<file path="config.mk">
export PLATFORM = sky130hd
export DESIGN_NAME = flip_slot_mgr
export DESIGN_NICKNAME = d
export VERILOG_FILES = /design/src/rtl/flip_pkg.sv /design/src/rtl/flip_slot_ctrl.sv /design/src/rtl/flip_addr_path.sv /design/src/rtl/flip_slot_mgr.sv
export SDC_FILE = /design/constraint.sdc
export NUM_CORES = 1
export LEC_CHECK = 0
export ABC_AREA = 1
export BUFFER_PORTS_ARGS = -buffer_cell sky130_fd_sc_hd__buf_4
export CAP_MARGIN = 0
export CELL_PAD_IN_SITES_DETAIL_PLACEMENT = 0
export CELL_PAD_IN_SITES_GLOBAL_PLACEMENT = 1
export CORE_MARGIN = 2
export CORE_UTILIZATION = 30
export CTS_CLUSTER_DIAMETER = 30
export CTS_CLUSTER_SIZE = 8
export DETAILED_ROUTE_END_ITERATION = 8
export MAX_ROUTING_LAYER = met4
export PLACE_DENSITY = 0.7
export SYNTH_ARGS = -nofsm -noshare
export SYNTH_HDL_FRONTEND = slang
export SYNTH_HIERARCHICAL = 1
export SYNTH_SLANG_ARGS = --single-unit
</file>
<file path="constraint.sdc">
create_clock -name clk -period 1.7 [get_ports clk]
set_input_delay 0.17 -clock clk [delete_from_list [all_inputs] [get_ports clk]]
set_output_delay 0.17 -clock clk [all_outputs]
set_load 0.05 [all_outputs]
</file>
<file path="src/rtl/flip_pkg.sv">
package flip_pkg;
  localparam int NUM_SLOTS = 3;
  localparam int SLOT_W = $clog2(NUM_SLOTS);

  typedef logic [SLOT_W-1:0] slot_t;

  // Strobes from the slot control to the address path
  typedef struct packed {
    logic  loadScan;
    slot_t scanSlot;
    slot_t renderSlot;
  } addr_strobe_t;
endpackage

</file>
<file path="src/rtl/flip_slot_ctrl.sv">
module flip_slot_ctrl
  import flip_pkg::*;
(
  input  logic         clk,
  input  logic         rstN,
  input  logic         renderDone,
  input  logic         vblank,
  output slot_t        frontSlot,
  output slot_t        renderSlot,
  output slot_t        pendingSlot,
  output logic         pendingValid,
  output addr_strobe_t strobe
);
  slot_t frontQ, renderQ, pendQ;
  logic  validQ;
  slot_t freeSlot, nextFront, nextRender, nextPend;
  logic  nextValid, doFlip;

  // vblank is resolved first; renderDone then uses the result
  always_comb begin
    doFlip    = vblank && validQ;
    nextFront = doFlip ? pendQ : frontQ;
    freeSlot  = doFlip ? frontQ : pendQ;
    if (renderDone) begin
      nextPend   = renderQ;
      nextRender = freeSlot;
      nextValid  = 1'b1;
    end else begin
      nextPend   = freeSlot;
      nextRender = renderQ;
      nextValid  = validQ && !vblank;
    end
  end

  always_ff @(posedge clk) begin
    if (!rstN) begin
      frontQ  <= slot_t'(0);
      renderQ <= slot_t'(1);
      pendQ   <= slot_t'(2);
      validQ  <= 1'b0;
    end else begin
      frontQ  <= nextFront;
      renderQ <= nextRender;
      pendQ   <= nextPend;
      validQ  <= nextValid;
    end
  end

  assign frontSlot    = frontQ;
  assign renderSlot   = renderQ;
  assign pendingSlot  = pendQ;
  assign pendingValid = validQ;

  assign strobe.loadScan   = vblank;
  assign strobe.scanSlot   = nextFront;
  assign strobe.renderSlot = renderQ;


  a_r2_distinct: assert property (@(posedge clk) disable iff (!rstN)
    (frontQ != renderQ) && (frontQ != pendQ) && (renderQ != pendQ)
    && (frontQ < 2'd3) && (renderQ < 2'd3) && (pendQ < 2'd3));

  a_r3_done_sets_valid: assert property (@(posedge clk) disable iff (!rstN)
    renderDone |=> validQ);

  a_r4_old_pending_returned: assert property (@(posedge clk) disable iff (!rstN)
    (renderDone && !vblank) |=> (renderQ == $past(pendQ)) && (pendQ == $past(renderQ)));

  a_r5_flip_clears_valid: assert property (@(posedge clk) disable iff (!rstN)
    (vblank && !renderDone) |=> !validQ);

  a_r7_vblank_first: assert property (@(posedge clk) disable iff (!rstN)
    (vblank && renderDone && validQ) |=>
      (frontQ == $past(pendQ)) && (pendQ == $past(renderQ)) && (renderQ == $past(frontQ)));

  a_r8_front_only_at_vblank: assert property (@(posedge clk) disable iff (!rstN)
    !vblank |=> $stable(frontQ));
endmodule

</file>
<file path="src/rtl/flip_addr_path.sv">
module flip_addr_path
  import flip_pkg::*;
#(
  parameter int ADDR_W = 32
) (
  input  logic              clk,
  input  logic              rstN,
  input  addr_strobe_t      strobe,
  input  logic [ADDR_W-1:0] baseAddr,
  input  logic [ADDR_W-1:0] frameStride,
  output logic [ADDR_W-1:0] scanAddr,
  output logic [ADDR_W-1:0] renderAddr
);
  logic [ADDR_W-1:0] slotAddr [NUM_SLOTS];
  logic [ADDR_W-1:0] scanNext;
  logic [ADDR_W-1:0] scanQ;

  // One address per slot; the index is a constant so each is shift-and-add
  for (genvar g = 0; g < NUM_SLOTS; g++) begin : gSlot
    localparam logic [ADDR_W-1:0] IDX = ADDR_W'(g);
    assign slotAddr[g] = baseAddr + frameStride * IDX;
  end

  always_comb begin
    scanNext   = '0;
    renderAddr = '0;
    for (int i = 0; i < NUM_SLOTS; i++) begin
      if (strobe.scanSlot == slot_t'(i))   scanNext   = slotAddr[i];
      if (strobe.renderSlot == slot_t'(i)) renderAddr = slotAddr[i];
    end
  end

  always_ff @(posedge clk) begin
    if (!rstN)                scanQ <= '0;
    else if (strobe.loadScan) scanQ <= scanNext;
  end

  assign scanAddr = scanQ;


  a_r9_scan_holds: assert property (@(posedge clk) disable iff (!rstN)
    !strobe.loadScan |=> $stable(scanQ));
endmodule

</file>
<file path="src/rtl/flip_slot_mgr.sv">
module flip_slot_mgr
  import flip_pkg::*;
#(
  parameter int ADDR_W = 32
) (
  input  logic              clk,
  input  logic              rstN,
  input  logic              renderDone,
  input  logic              vblank,
  input  logic [ADDR_W-1:0] baseAddr,
  input  logic [ADDR_W-1:0] frameStride,
  output logic [1:0]        frontSlot,
  output logic [1:0]        renderSlot,
  output logic [1:0]        pendingSlot,
  output logic              pendingValid,
  output logic [ADDR_W-1:0] scanAddr,
  output logic [ADDR_W-1:0] renderAddr
);
  addr_strobe_t strobe;

  flip_slot_ctrl u_ctrl (
    .clk          (clk),
    .rstN         (rstN),
    .renderDone   (renderDone),
    .vblank       (vblank),
    .frontSlot    (frontSlot),
    .renderSlot   (renderSlot),
    .pendingSlot  (pendingSlot),
    .pendingValid (pendingValid),
    .strobe       (strobe)
  );

  flip_addr_path #(.ADDR_W(ADDR_W)) u_path (
    .clk         (clk),
    .rstN        (rstN),
    .strobe      (strobe),
    .baseAddr    (baseAddr),
    .frameStride (frameStride),
    .scanAddr    (scanAddr),
    .renderAddr  (renderAddr)
  );
endmodule

</file>
==> impl_metrics.tcl <==
set metrics [dict create \
    regArea_um2 797.0 \
    cts_sinks 39 \
    layout-drive-gt1-share_pct 58.25 \
    power_density_nw_per_um2 631.5 \
    first_global_vias 9905 \
    synthTopCellsByArea "nand2_1, nand3_1, dfxtp_1" \
    hold_ws_ps 109.6 \
    violations "setup timing" \
    status "finished, violations left" \
    drv_slew 0 \
    clk_path_buf_depth 2 \
    core-area_um2 21820 \
    r2r_start "u_ctrl/pendingValid$_SDFF_PN0_" \
    crit_fanout 4 \
    cp-endpoint "renderAddr[16]" \
    avgSynthCellArea_um2 5.396 \
    rrSetupSlack_ps 20 \
    first_iter_violations 768 \
    finalWorstSetupSlack_ps -454.9 \
    max-slew-margin-rel_pct 71.89 \
    grt_use_total_pct 31.67 \
    cts_buffers 5 \
    hold_path.class "input port to register" \
    critPathTopFamily "simple AND/OR/NAND/NOR gates" \
    rsz0062_at_grt "true" \
    syn2layout_area_growth_pct 118.8 \
    ant_nets 0 \
    slowest_stage "fa_2" \
    grt-ovfl-total 0 \
    endpoint_kind "output port" \
    grt_max_degree 36 \
    fp-row-count 54 \
    critPathLaunch "frameStride[0]" \
    synth_top_area_share_pct 23.32 \
    synth_seq_area_share_pct 11.69 \
    final_hold_viol_count 0 \
    die_h_um 153.2 \
    fillCellCount 1821 \
    clock_tree.root_cell "clkbuf_16" \
    cp_num_buf_inv 3 \
    setup_viol 46 \
    synthFlopType "dfxtp_1" \
    path_depth 13 \
    postPlaceCellArea_um2 10460 \
    fmax_mhz 464.1 \
    multiInputGateArea_um2 8289 \
    grt_pass1_wl_um 55760 \
    synth_edf_count 0 \
    met1_usage_pct 37.58 \
    fin_skew_ps 11.79 \
    cpPeakStageDelay_ps 380 \
    syn-num-nets 1369 \
    viasPerCell 5.266 \
    timing.rr.end "u_path/scanAddr[18]$_SDFFE_PN0P_" \
    vias 10317 \
    netlist_instances 1238 \
    place_inst 1878 \
    yosysUniqueCellTypes 42 \
    ys_seq_elements 39 \
    dp_slack_ps -666.1 \
    syn_area_um2 6680 \
    start_util_pct 30.61 \
    clkTransAtPathRegs_ps 60 \
    hold_buffers 0 \
    crit_type "input port to output port" \
    yosysTopAreaCell "nand2_1" \
    final_area_um2 14620 \
    htreeDepth 2 \
    drc_errors 0 \
    final_cells 1959 \
    ir_worst_vdd_uv 449.0 \
    drv_cap 0 \
    nets 1809 \
    crit_arrival_ps 1980 \
    crit_path_cell_trace "buf_8, ha_4, fa_2, nand3_2, nand3_4, nand2_4, nand2_8, buf_6, a21oi_4, or2_1, nand3_2, nand3_4, buf_8" \
    antenna_found_initial 0 \
    wl_um 39630 \
    top_usage_layer "met2" \
    yosysWarnings 6 \
    dieArea_um2 23480 \
    worst_pin_slew_ps 417.2 \
    io_pins 139 \
    grtUsageMet3_pct 3.176 \
    cp_data_required_time_ps 1530 \
    firstDrtPassIters 6 \
    wire_per_inst_um 20.23 \
    gr-usage-met2_pct 53.21 \
    insertion_delay_ps 300 \
    start_kind "input port" \
    dp_hpwl_um 28120 \
    die_x_um 153.2 \
    synthArstFlopShare_pct 0 \
    fin_crit_ps 2155 \
    io_buffer_count 138 \
    period_share_pct 126.8 \
    place.gp.congestion 1.011 \
    leakagePower_uw 0.007045 \
    worst-r2r-cell-count 11 \
    diodes 0 \
    cts_tree "done" \
]
-- cells in the final DEF, fill, tap and decap left out, drive strengths merged, types with 3 or more instances in the layout --
cell      n
o21bai   15
or2       4
dfxtp    39
a21o      3
xnor2     3
clkbuf   10
inv     163
o211ai    8
a31oi     3
nor3     14
o21ai    31
nor2    124
ha       61
nand3b    9
buf     456
a21oi    93
nand3   168
nand2   424
xor2     23
nand4    10
-- metrics by stage --
step / TNS [ps] / power [µW] / util [%]
3_3_place_gp: -25730 / 6010 / 47.95
4_1_cts: -10340 / 8341 / 59.43
5_1_grt: -15070 / 9662 / 66.97
6_report: -11350 / 9230 / 66.97
3_5_place_dp: -25600 / 6024 / 47.95
2_1_floorplan: -952.9 / 3857 / -
-- worst register-to-register path, stage by stage, from the launching register on --
cell,delay (ps)
dfxtp_4,350
nand2_4,70
nand2_2,70
o21ai_2,60
inv_2,140
inv_2,60
nor2_4,240
buf_12,200
nand3_1,170
nand3_4,170
nand2_2,70
inv_2,40
-- state kept, by name (all words and copies together) (netlist names) --
name                 flops
u_ctrl/frontSlot         2
u_ctrl/pendingSlot       2
u_ctrl/pendingValid      1
u_path/scanAddr         32
u_ctrl/renderSlot        2
-- layout make-up --
class | count | share of cell area (%)
clock buffers | 5 | 0.8561
multi-input cells | 1007 | 56.72
flip-flops and latches | 39 | 5.453
clock inverters | 3 | 0.3168
repair buffers | 462 | 30.01
inverters | 163 | 4.255
well taps | 280 | 2.397
-- power breakdown --
group          total [µW]  internal [µW]  leakage, µW  switching [µW]
Combinational        7020           3080      0.00664            3950
Clock                1150            699    0.0000804             456
Sequential           1050            999     0.000326            51.5
-- cell usage after synthesis, drive strengths merged (9+ instances only) --
master / number
buf: 9
nand2: 424
clkbuf: 20
ha: 61
inv: 162
nand3b: 9
nand3: 168
a21oi: 93
o21ai: 31
o21bai: 15
xor2: 23
nand4: 10
nor3: 14
dfxtp: 39
nor2: 124
-- cells by family after synthesis --
family	count (synthesis)	synth area share (%)
buf+inv	192	11.31
simple gates	755	47.72
fa+ha+maj	63	12.02
compound gates	163	13.84
xor+xnor	26	3.409
flops	39	11.69
-- how the worst min path moves through the flow --
stage / start / end / slack, ps / cells past startpoint
CTS: renderDone / u_ctrl/renderSlot[0]$_SDFFE_PN1P_ / 100 / 3
detailed placement: renderDone / u_ctrl/renderSlot[0]$_SDFFE_PN1P_ / 420 / 3
finish: renderDone / u_ctrl/renderSlot[0]$_SDFFE_PN1P_ / 110 / 3
global route: renderDone / u_ctrl/renderSlot[0]$_SDFFE_PN1P_ / 110 / 3
floorplan: renderDone / u_ctrl/renderSlot[0]$_SDFFE_PN1P_ / 270 / 2
global placement: renderDone / u_ctrl/renderSlot[0]$_SDFFE_PN1P_ / 410 / 3
-- metal layers --
layer  wire [µm]  vias to the layer above
li1            -                     4912
met1       15470                     4821
met2       18850                      426
met3        2441                      158
met4        2856                        0
met5           0                        -
-- what timing repair did --
action,CTS,global route
setup endpoints to repair,55,62
cloned,4,5
setup buffers,40,41
resized for setup,412,312
pin swaps,113,146
Power figures use the tool's default switching activity.
